`src/rtl/hwloop_pkg.sv`:
```
package hwloop_pkg;

  typedef enum logic [2:0] {
    S_IDLE,
    S_PUSH_A,
    S_PUSH_B,
    S_PULL_A,
    S_PULL_B,
    S_REP
  } seq_state_t;

  typedef enum logic [2:0] {
    OP_NONE,
    OP_DO_LOAD,
    OP_ITER,
    OP_POP_FLAG,
    OP_POP_REGS,
    OP_REP_LOAD,
    OP_REP_STEP,
    OP_REP_END
  } reg_op_t;

endpackage

```
`src/rtl/hwloop_match.sv`:
```
module hwloop_match #(
  parameter int AW = 16,
  parameter int DW = 16
) (
  input  logic          lf,
  input  logic          fetch_valid,
  input  logic [AW-1:0] fetch_pc,
  input  logic [AW-1:0] loop_addr,
  input  logic [DW-1:0] loop_count,
  output logic          hit,
  output logic          last
);

  localparam logic [DW-1:0] ONE = DW'(1);

  // Last-word fetch while a loop is open
  assign hit  = lf & fetch_valid & (fetch_pc == loop_addr);
  // The end test looks for one, so a count of zero wraps to a full pass set
  assign last = (loop_count == ONE);

endmodule

```
`src/rtl/hwloop_regs.sv`:
```
module hwloop_regs
  import hwloop_pkg::*;
#(
  parameter int AW     = 16,
  parameter int DW     = 16,
  parameter int LF_BIT = 15
) (
  input  logic          clk,
  input  logic          rst,
  input  reg_op_t       op,
  input  logic [AW-1:0] do_end_addr,
  input  logic [DW-1:0] do_count,
  input  logic [DW-1:0] rep_count,
  input  logic [AW-1:0] pop_hi,
  input  logic [DW-1:0] pop_lo,
  output logic [AW-1:0] loop_addr,
  output logic [DW-1:0] loop_count,
  output logic          loop_flag
);

  localparam logic [DW-1:0] ONE = DW'(1);

  logic [DW-1:0] rep_saved;

  always_ff @(posedge clk) begin
    if (rst) begin
      loop_addr  <= '0;
      loop_count <= '0;
      loop_flag  <= 1'b0;
      rep_saved  <= '0;
    end else begin
      case (op)
        OP_DO_LOAD: begin
          loop_addr  <= do_end_addr;
          loop_count <= do_count;
          loop_flag  <= 1'b1;
        end
        OP_ITER:     loop_count <= loop_count - ONE;
        OP_POP_FLAG: loop_flag  <= pop_lo[LF_BIT];
        OP_POP_REGS: begin
          loop_addr  <= pop_hi;
          loop_count <= pop_lo;
        end
        OP_REP_LOAD: begin
          rep_saved  <= loop_count;
          loop_count <= rep_count;
        end
        OP_REP_STEP: loop_count <= loop_count - ONE;
        OP_REP_END:  loop_count <= rep_saved;
        default: ;
      endcase
    end
  end

  assert_reset_clears_R6: assert property (@(posedge clk)
    rst |=> (!loop_flag && loop_count == '0 && loop_addr == '0));

  assert_iter_decrements_R3: assert property (@(posedge clk) disable iff (rst)
    (op == OP_ITER) |=> (loop_count == $past(loop_count) - ONE));

  assert_do_loads_R2: assert property (@(posedge clk) disable iff (rst)
    (op == OP_DO_LOAD) |=> (loop_flag && loop_addr == $past(do_end_addr)));

  assert_restore_regs_R5: assert property (@(posedge clk) disable iff (rst)
    (op == OP_POP_REGS) |=> (loop_addr == $past(pop_hi) && loop_count == $past(pop_lo)));

endmodule

```
`src/rtl/hwloop_ctrl.sv`:
```
module hwloop_ctrl
  import hwloop_pkg::*;
#(
  parameter int AW       = 16,
  parameter int DW       = 16,
  parameter int LF_BIT   = 15,
  parameter int MAX_NEST = 7
) (
  input  logic          clk,
  input  logic          rst,
  input  logic          do_start,
  input  logic [AW-1:0] do_start_pc,
  input  logic [DW-1:0] sr_in,
  input  logic          enddo_req,
  input  logic          rep_start,
  input  logic          hit,
  input  logic          last,
  input  logic          lf,
  input  logic [AW-1:0] loop_addr,
  input  logic [DW-1:0] loop_count,
  input  logic [AW-1:0] top_hi,
  output reg_op_t       op,
  output logic [AW-1:0] next_pc,
  output logic          redirect,
  output logic          loop_done,
  output logic          stk_push,
  output logic [AW-1:0] push_hi,
  output logic [DW-1:0] push_lo,
  output logic          stk_pull,
  output logic          rep_active
);

  localparam int NW = $clog2(MAX_NEST + 1);
  localparam logic [NW-1:0] NEST_CAP = NW'(MAX_NEST);
  localparam logic [NW-1:0] NEST_ONE = NW'(1);

  seq_state_t    state, state_n;
  logic [NW-1:0] depth;
  logic [AW-1:0] hold_pc;
  logic [DW-1:0] hold_sr;
  logic [DW-1:0] sr_saved;
  logic          can_nest;
  logic          natural_exit;

  assign can_nest     = (depth < NEST_CAP);
  assign natural_exit = (state == S_IDLE) && hit && last;
  assign rep_active   = (state == S_REP);

  always_comb begin
    sr_saved         = sr_in;
    sr_saved[LF_BIT] = lf;
  end

  // Command arbitration: loop end first, then start, early exit, repeat
  always_comb begin
    op      = OP_NONE;
    state_n = state;
    case (state)
      S_IDLE: begin
        if (hit) begin
          op      = last ? OP_POP_FLAG : OP_ITER;
          state_n = last ? S_PULL_A : S_IDLE;
        end else if (do_start && can_nest) begin
          op      = OP_DO_LOAD;
          state_n = S_PUSH_A;
        end else if (enddo_req && lf) begin
          op      = OP_POP_FLAG;
          state_n = S_PULL_A;
        end else if (rep_start) begin
          op      = OP_REP_LOAD;
          state_n = S_REP;
        end
      end
      S_PUSH_A: state_n = S_PUSH_B;
      S_PUSH_B: state_n = S_IDLE;
      S_PULL_A: state_n = S_PULL_B;
      S_PULL_B: begin
        op      = OP_POP_REGS;
        state_n = S_IDLE;
      end
      S_REP: begin
        op      = last ? OP_REP_END : OP_REP_STEP;
        state_n = last ? S_IDLE : S_REP;
      end
      default: state_n = S_IDLE;
    endcase
  end

  always_ff @(posedge clk) begin
    if (rst) begin
      state     <= S_IDLE;
      depth     <= '0;
      hold_pc   <= '0;
      hold_sr   <= '0;
      next_pc   <= '0;
      redirect  <= 1'b0;
      loop_done <= 1'b0;
      stk_push  <= 1'b0;
      push_hi   <= '0;
      push_lo   <= '0;
      stk_pull  <= 1'b0;
    end else begin
      state     <= state_n;
      redirect  <= 1'b0;
      loop_done <= 1'b0;

      if (op == OP_ITER) begin
        redirect <= 1'b1;
        next_pc  <= top_hi;
      end
      if (natural_exit) begin
        loop_done <= 1'b1;
        next_pc   <= loop_addr + AW'(1);
      end

      if (op == OP_DO_LOAD)       depth <= depth + NEST_ONE;
      else if (op == OP_POP_FLAG) depth <= depth - NEST_ONE;

      // Two-entry save: enclosing end address/counter, then start PC/status
      if (op == OP_DO_LOAD) begin
        stk_push <= 1'b1;
        push_hi  <= loop_addr;
        push_lo  <= loop_count;
        hold_pc  <= do_start_pc;
        hold_sr  <= sr_saved;
      end else if (state == S_PUSH_A) begin
        push_hi <= hold_pc;
        push_lo <= hold_sr;
      end else if (state == S_PUSH_B) begin
        stk_push <= 1'b0;
      end

      // Two-entry restore
      if (op == OP_POP_FLAG)      stk_pull <= 1'b1;
      else if (state == S_PULL_B) stk_pull <= 1'b0;
    end
  end

  assert_push_pull_excl_R1: assert property (@(posedge clk) disable iff (rst)
    !(stk_push && stk_pull));

  assert_push_pair_R1: assert property (@(posedge clk) disable iff (rst)
    $rose(stk_push) |=> stk_push);

  assert_redirect_in_loop_R3: assert property (@(posedge clk) disable iff (rst)
    redirect |-> lf);

  assert_exit_no_redirect_R5: assert property (@(posedge clk) disable iff (rst)
    loop_done |-> (!redirect && stk_pull));

  assert_rep_quiet_R7: assert property (@(posedge clk) disable iff (rst)
    rep_active |-> (!redirect && !stk_push && !stk_pull));

  assert_nest_cap_R10: assert property (@(posedge clk) disable iff (rst)
    depth <= NEST_CAP);

endmodule

```
`src/rtl/hwloop_seq.sv`:
```
module hwloop_seq
  import hwloop_pkg::*;
#(
  parameter int AW       = 16,
  parameter int DW       = 16,
  parameter int LF_BIT   = 15,
  parameter int MAX_NEST = 7
) (
  input  logic          clk,
  input  logic          rst,
  input  logic          do_start,
  input  logic [DW-1:0] do_count,
  input  logic [AW-1:0] do_end_addr,
  input  logic [AW-1:0] do_start_pc,
  input  logic [DW-1:0] sr_in,
  input  logic          enddo_req,
  input  logic          rep_start,
  input  logic [DW-1:0] rep_count,
  input  logic          fetch_valid,
  input  logic [AW-1:0] fetch_pc,
  output logic [AW-1:0] next_pc,
  output logic          redirect,
  output logic          loop_done,
  output logic          rep_active,
  output logic          stk_push,
  output logic [AW-1:0] stk_push_hi,
  output logic [DW-1:0] stk_push_lo,
  output logic          stk_pull,
  input  logic [AW-1:0] stk_top_hi,
  input  logic [DW-1:0] stk_top_lo,
  output logic [AW-1:0] loop_addr,
  output logic [DW-1:0] loop_count,
  output logic          loop_flag
);

  reg_op_t op;
  logic    hit;
  logic    last;

  hwloop_match #(.AW(AW), .DW(DW)) u_match (
    .lf          (loop_flag),
    .fetch_valid (fetch_valid),
    .fetch_pc    (fetch_pc),
    .loop_addr   (loop_addr),
    .loop_count  (loop_count),
    .hit         (hit),
    .last        (last)
  );

  hwloop_ctrl #(.AW(AW), .DW(DW), .LF_BIT(LF_BIT), .MAX_NEST(MAX_NEST)) u_ctrl (
    .clk         (clk),
    .rst         (rst),
    .do_start    (do_start),
    .do_start_pc (do_start_pc),
    .sr_in       (sr_in),
    .enddo_req   (enddo_req),
    .rep_start   (rep_start),
    .hit         (hit),
    .last        (last),
    .lf          (loop_flag),
    .loop_addr   (loop_addr),
    .loop_count  (loop_count),
    .top_hi      (stk_top_hi),
    .op          (op),
    .next_pc     (next_pc),
    .redirect    (redirect),
    .loop_done   (loop_done),
    .stk_push    (stk_push),
    .push_hi     (stk_push_hi),
    .push_lo     (stk_push_lo),
    .stk_pull    (stk_pull),
    .rep_active  (rep_active)
  );

  hwloop_regs #(.AW(AW), .DW(DW), .LF_BIT(LF_BIT)) u_regs (
    .clk         (clk),
    .rst         (rst),
    .op          (op),
    .do_end_addr (do_end_addr),
    .do_count    (do_count),
    .rep_count   (rep_count),
    .pop_hi      (stk_top_hi),
    .pop_lo      (stk_top_lo),
    .loop_addr   (loop_addr),
    .loop_count  (loop_count),
    .loop_flag   (loop_flag)
  );

endmodule

```
`config.mk`:
```
export PLATFORM = sky130hd
export DESIGN_NAME = hwloop_seq
export DESIGN_NICKNAME = d
export VERILOG_FILES = /design/src/rtl/hwloop_pkg.sv /design/src/rtl/hwloop_match.sv /design/src/rtl/hwloop_regs.sv /design/src/rtl/hwloop_ctrl.sv /design/src/rtl/hwloop_seq.sv
export SDC_FILE = /design/constraint.sdc
export NUM_CORES = 1
export LEC_CHECK = 0
export CORE_MARGIN = 5
export CORE_UTILIZATION = 51
export DETAILED_ROUTE_END_ITERATION = 12
export GPL_TIMING_DRIVEN = 0
export PLACE_DENSITY = 0.86
export SLEW_MARGIN = 10
export SYNTH_ARGS = -nofsm -noshare
export SYNTH_HDL_FRONTEND = slang
export SYNTH_HIERARCHICAL = 1
export SYNTH_SLANG_ARGS = --single-unit
```
`constraint.sdc`:
```
create_clock -name clk -period 8.1 [get_ports clk]
set_input_delay 1.215 -clock clk [delete_from_list [all_inputs] [get_ports clk]]
set_output_delay 1.215 -clock clk [all_outputs]
set_load 0.02 [all_outputs]
```
* Word level (Yosys, flattened, before mapping)
Index checks and enable logic that the tools add are counted.
Word-level totals: output and inout bits 86, word-level logic and storage cells 84, register bits 139
Operators by class: bitwise logic cells 2, reduce and logical (&&, ||, !) cells 14, order comparisons 1, mux-type cells 32, equal/unequal tests 16, $add $sub $neg 4
Operators with widths (number):
- 16-bit two-way mux | 6
- 16-bit case mux with 5 select lines | 1
- 3-bit two-way mux | 11
- 16-bit case mux with 2 select lines | 1
- 3-bit == test, second input constant | 6
- 16-bit by 1-bit adder with 16-bit output, second input constant | 1
- 16-bit by 1-bit == test with 1-bit output, second input constant | 1
- 16-bit == test | 1
- 16-bit by 1-bit subtractor with 16-bit output, second input constant | 1
- 3-bit by 2-bit == test with 1-bit output, second input constant | 4
- 3-bit case mux with 4 select lines | 1
- 2-bit nonzero test | 6
- 1-bit two-way mux | 9
- 3-bit case mux with 3 select lines | 1
- 3-bit by 1-bit == test with 1-bit output, second input constant | 2
- 5-bit by 4-bit inequality test with 1-bit output, second input constant | 1
- 5-bit nonzero test | 1
- 1-bit logical AND | 4
- 3-bit by 1-bit adder with 3-bit output, second input constant | 1
- 3-bit zero test | 1
- 3-bit < comparator, second input constant | 1
- 3-bit by 1-bit subtractor with 3-bit output, second input constant | 1
- 1-bit bitwise AND | 2
- 2-bit two-way mux | 1
- 4 further kinds | 4

* Depth between registers and ports, before layout
word-level depth 8, mapped depth 15

* By module
Netlist, hierarchy kept.
Modules (own cells, without submodules):
- hwloop_ctrl | cells each 495, area each 4166.5 µm², times used 1
- hwloop_regs | cells each 343, area each 2747.6 µm², times used 1
- hwloop_match | cells each 27, area each 220.2 µm², times used 1

* Least setup slack after synthesis
No wires, ideal clock.
path kind input port to flip-flop, start point input fetch_pc[6], end point register u_regs.loop_addr[10], path buffers 3, stages 13, path slack 4132 ps, arrival 3830 ps, cells stage by stage xnor2_1 nand4_1 or4_1 nor4_2 inv_1 o21ai_1 o21ai_0 buf_2 nor3_1 buf_2 buf_4 mux2i_1 a211oi_1
Between the ends: cells in the longest elaborated chain, start to end 6, elaborated cells on any way between the ends 8
RTL lines:
- start: declaration | RTL line hwloop_seq.sv:20 | input logic [AW-1:0] fetch_pc,
- 16-bit == test (*) | RTL line hwloop_match.sv:17 | assign hit = lf & fetch_valid & (fetch_pc == loop_addr);
- 1-bit bitwise AND (*) | RTL line hwloop_match.sv:17
- named net hit | RTL line hwloop_seq.sv:37 | logic hit;
- 3-bit two-way mux (*) | RTL line hwloop_ctrl.sv:60 | if (hit) begin
- 3-bit case mux with 3 select lines (*) | RTL line hwloop_ctrl.sv:58 | case (state)
- named net op[0] | RTL line hwloop_seq.sv:36 | reg_op_t op;
- 3-bit == test or 3-bit by 1-bit == test with 1-bit output (tied branches) | RTL line hwloop_regs.sv:32 | case (op)
- 16-bit case mux with 2 select lines or 2-bit nonzero test (tied branches)
- end signal: assignment | RTL line hwloop_regs.sv:34 | loop_addr <= do_end_addr;
- end signal: assignment | RTL line hwloop_regs.sv:41 | loop_addr <= pop_hi;
- end: declaration | RTL line hwloop_regs.sv:16 | output logic [AW-1:0] loop_addr,
Mark *: on every way through the listed nets, which the timed path passes. The rest lies on a longest branch. A chain may end at the register's enable or synchronous reset.

* Worst setup path after layout
start point input fetch_pc[11], end point register u_regs.loop_count[1]
Between the ends: cells in the longest elaborated chain, start to end 7, elaborated cells on any way between the ends 13
RTL lines:
- 16-bit == test (*) | RTL line hwloop_match.sv:17
- 1-bit bitwise AND (*) | RTL line hwloop_match.sv:17
- named net hit | RTL line hwloop_seq.sv:37
- 3-bit two-way mux (*) | RTL line hwloop_ctrl.sv:60
- 3-bit case mux with 3 select lines (*) | RTL line hwloop_ctrl.sv:58
- named net op[0] | RTL line hwloop_seq.sv:36
- 3-bit by 2-bit == test with 1-bit output or 3-bit == test (tied branches) | RTL line hwloop_regs.sv:32
- 2-bit OR reduction (no source line)
- 16-bit case mux with 5 select lines or 5-bit nonzero test (tied branches)
- end signal: assignment | RTL line hwloop_regs.sv:35 | loop_count <= do_count;
- end signal: assignment | RTL line hwloop_regs.sv:38 | OP_ITER: loop_count <= loop_count - ONE;
- end signal: assignment | RTL line hwloop_regs.sv:42 | loop_count <= pop_lo;
- end: declaration | RTL line hwloop_regs.sv:17 | output logic [DW-1:0] loop_count,
Marked as above.

==> impl_metrics.json <==
{
  "start_util": 0.518,
  "hold_viol_final": 0,
  "min_path_type": "reg2reg",
  "reg2reg_depth": 13,
  "hold_buffers": 0,
  "pin_count": 220,
  "via_per_inst": 6.04,
  "postCtsSetupBuffers": 0,
  "startpoint": "fetch_pc[11]",
  "vias": 7821,
  "holdWs_ns": 0.449,
  "fin_skew_ns": 0.00967,
  "fin_crit_sh": 0.643,
  "cp-end-kind": "flop",
  "ys.flop_type": "dfxtp_1",
  "yosysSeqAreaShare": 0.390,
  "endpoint": "u_regs/loop_count[1]",
  "wire_per_inst_um": 20.6,
  "stdcell_count": 1294,
  "fin_crit_ns": 5.21,
  "drt-initial-drc-count": 975,
  "crit_type": "in2reg",
  "r2r_end": "u_regs/loop_count[1]",
  "cts_buffers": 17,
  "synth.largest_area_cell": "dfxtp_1",
  "post_route_cells_drive_above_1_share": 0.0709,
  "ff_latch_area_um2": 2780,
  "insertedDiodeCount": 0,
  "combPwrFrac": 0.494,
  "dp.cells": 1262,
  "die_h_um": 128,
  "synth-async-reset-ratio": 0,
  "critPathMaxFanout": 10,
  "switching_power_mw": 1.68,
  "powerDensity_nw_per_um2": 376,
  "grtUsageTotal": 0.311,
  "ys_ff_latch": 139,
  "multi_input_comb_area_um2": 4000,
  "clk_latency_ns": 0.43,
  "r2r_slack_ns": 3.39,
  "synth_edf_count": 0,
  "antenna_found_initial": 0,
  "drtPass1Iterations": 6,
  "grt_pass1_vias": 7436,
  "grt_max_degree": 17,
  "fin_tns_setup_ns": 0,
  "core_um2": 13800,
  "placed_area_um2": 9530,
  "clkPwrFrac": 0.201,
  "synth_fp_nets": 1002,
  "rows": 43,
  "worst_slew_pin_slew_ns": 0.800,
  "portBuffers": 217,
  "fin_util": 0.734,
  "fill_cells": 1088,
  "clock_path_buffers": 2,
  "layout_commonest_cell": "clkdlybuf4s50_1",
  "synthTopCellsByArea": "dfxtp_1 (39%), mux2i_1 (7.6%), nand2_1 (7.1%)",
  "arrival_ns": 5.48,
  "area_delta_synth_final_pct": 41.7,
  "cts-root-buf": "clkbuf_16",
  "p_leak_nw": 3.51,
  "cts_tree": "done",
  "drc": 0,
  "syn_inst": 865,
  "hpwl_mm": 19.3,
  "h-tree-depth": 4,
  "path_clk_slew_ns": 0.06,
  "final_antenna_net_count": 0,
  "rsz0062_at_grt": "no",
  "critical_path_required_ns": 8.37,
  "cap_violations": 0,
  "num-nets-final": 1238,
  "ctsResizeCount": 0,
  "netlist_area_um2": 7130,
  "fmax_mhz": 192,
  "worst_setup_path_start_kind": "primary input",
  "grt-ovfl-total": 0,
  "outcome": "finished clean",
  "stdcell_area_um2": 10100,
  "die_x_um": 128,
  "drv_slew": 0,
  "seqPwrFrac": 0.305,
  "final_cell_mix": "clkdlybuf4s50_1 (217), dfxtp_1 (139), nand2_1 (135)",
  "netlist.area_leader.share": 0.390,
  "wl_mm": 26.7,
  "syn_avg_cell_area_um2": 8.25,
  "place_congestion": 0.951,
  "yosysWarnings": 6,
  "swShare": 0.442,
  "p_int_mw": 2.12,
  "cts_sinks": 139,
  "relSlewSlack": 0.462,
  "worst_ir_drop_vdd_v": 0.000268,
  "grt_pass1_wl_mm": 40.1,
  "final-setup-viol-count": 0,
  "dieArea_um2": 16500,
  "worstReg2RegStart": "u_regs/loop_addr[1]",
  "ys_types": 68
}
==> power groups by stage <==
stage	Sequential (mW)	Combinational, mW	Clock (mW)
2_1_floorplan	1.21	1.05	0
3_3_place_gp	1.16	1.78	0
3_5_place_dp	1.16	1.82	0
4_1_cts	1.15	1.84	0.767
5_1_grt	1.18	1.99	0.801
6_report	1.16	1.88	0.763
==> worst min path at each step <==
stage / to / slack (ns) / start / depth (start not counted)
floorplan: u_regs/rep_saved[13] / 0.43 / u_regs/rep_saved[13] / 2
global placement: u_regs/rep_saved[8] / 0.44 / u_regs/rep_saved[8] / 2
detailed placement: u_regs/rep_saved[5] / 0.45 / u_regs/rep_saved[5] / 2
CTS: u_regs/rep_saved[5] / 0.45 / u_regs/rep_saved[5] / 2
global route: u_regs/rep_saved[12] / 0.47 / u_regs/rep_saved[12] / 2
finish: u_regs/rep_saved[5] / 0.45 / u_regs/rep_saved[5] / 2
==> state kept, by name (all words and copies together), names as in the netlist, 3 cells and up <==
signal / count
u_ctrl/push_lo: 16
u_ctrl/next_pc: 16
u_regs/rep_saved: 16
u_ctrl/state: 3
u_regs/loop_count: 16
u_regs/loop_addr: 16
u_ctrl/hold_pc: 16
u_ctrl/depth: 3
u_ctrl/push_hi: 16
u_ctrl/hold_sr: 16
==> stage by stage <==
step / power, mW / worst slack (ns)
4_1_cts: 3.76 / 3.05
3_3_place_gp: 2.95 / 2.60
2_1_floorplan: 2.26 / 4.13
6_report: 3.80 / 2.89
5_1_grt: 3.97 / 2.67
3_5_place_dp: 2.98 / 2.61
==> per-layer routing <==
metal,up-vias,global-route usage,part of all wire
li1,3594,-,-
met1,3647,0.389,0.40
met2,505,0.516,0.46
met3,75,0.0704,0.10
met4,0,0.131,0.036
met5,-,0,0
==> cells in the mapped netlist, drive strengths merged, types with 2 or more instances <==
master / n
nor2b: 7
or3: 7
a311o: 3
nor4b: 6
xnor2: 24
o221ai: 10
nand2: 135
o21a: 2
a21oi: 78
o22ai: 7
a22oi: 5
clkbuf: 39
o211ai: 2
nor2: 82
mux2i: 54
nor4: 14
nand3: 22
a211o: 2
inv: 13
dfxtp: 139
and3: 3
a21o: 2
nand3b: 3
nand4: 8
or4: 5
nor3: 16
mux2: 5
xor2: 8
nand2b: 9
o31ai: 8
or4b: 2
nor3b: 4
a221oi: 4
a2111oi: 2
a31oi: 8
o21ai: 26
ha: 3
a211oi: 56
buf: 28
==> cells by family after synthesis <==
group           after synthesis  synth area share
buf+inv                      80            0.0496
mux                          59            0.0837
fa+ha+maj                     3           0.00526
compound gates              223             0.206
xor+xnor                     32            0.0393
flops                       139             0.390
simple gates                329             0.227
==> critical path, stage by stage <==
cell             delay, ns
clkdlybuf4s50_1       0.47
xnor2_1               0.14
nand4_1               0.09
or4_1                 0.57
nor4_2                0.62
inv_1                 0.10
o21ai_1               0.44
o21ai_0               0.24
buf_2                 0.27
nor2b_1               0.14
clkbuf_1              0.49
a22oi_1               0.23
a221oi_1              0.33
a211oi_1              0.11
==> final cells by class <==
type,count,area share
plain buffers,67,0.0302
clock buffers,21,0.0455
clock inverters,11,0.0119
inverters,13,0.00483
multi-input cells,646,0.395
flip-flops and latches,139,0.275
well taps,180,0.0223
repair buffers,217,0.215
(Power assumes the default switching activity.)
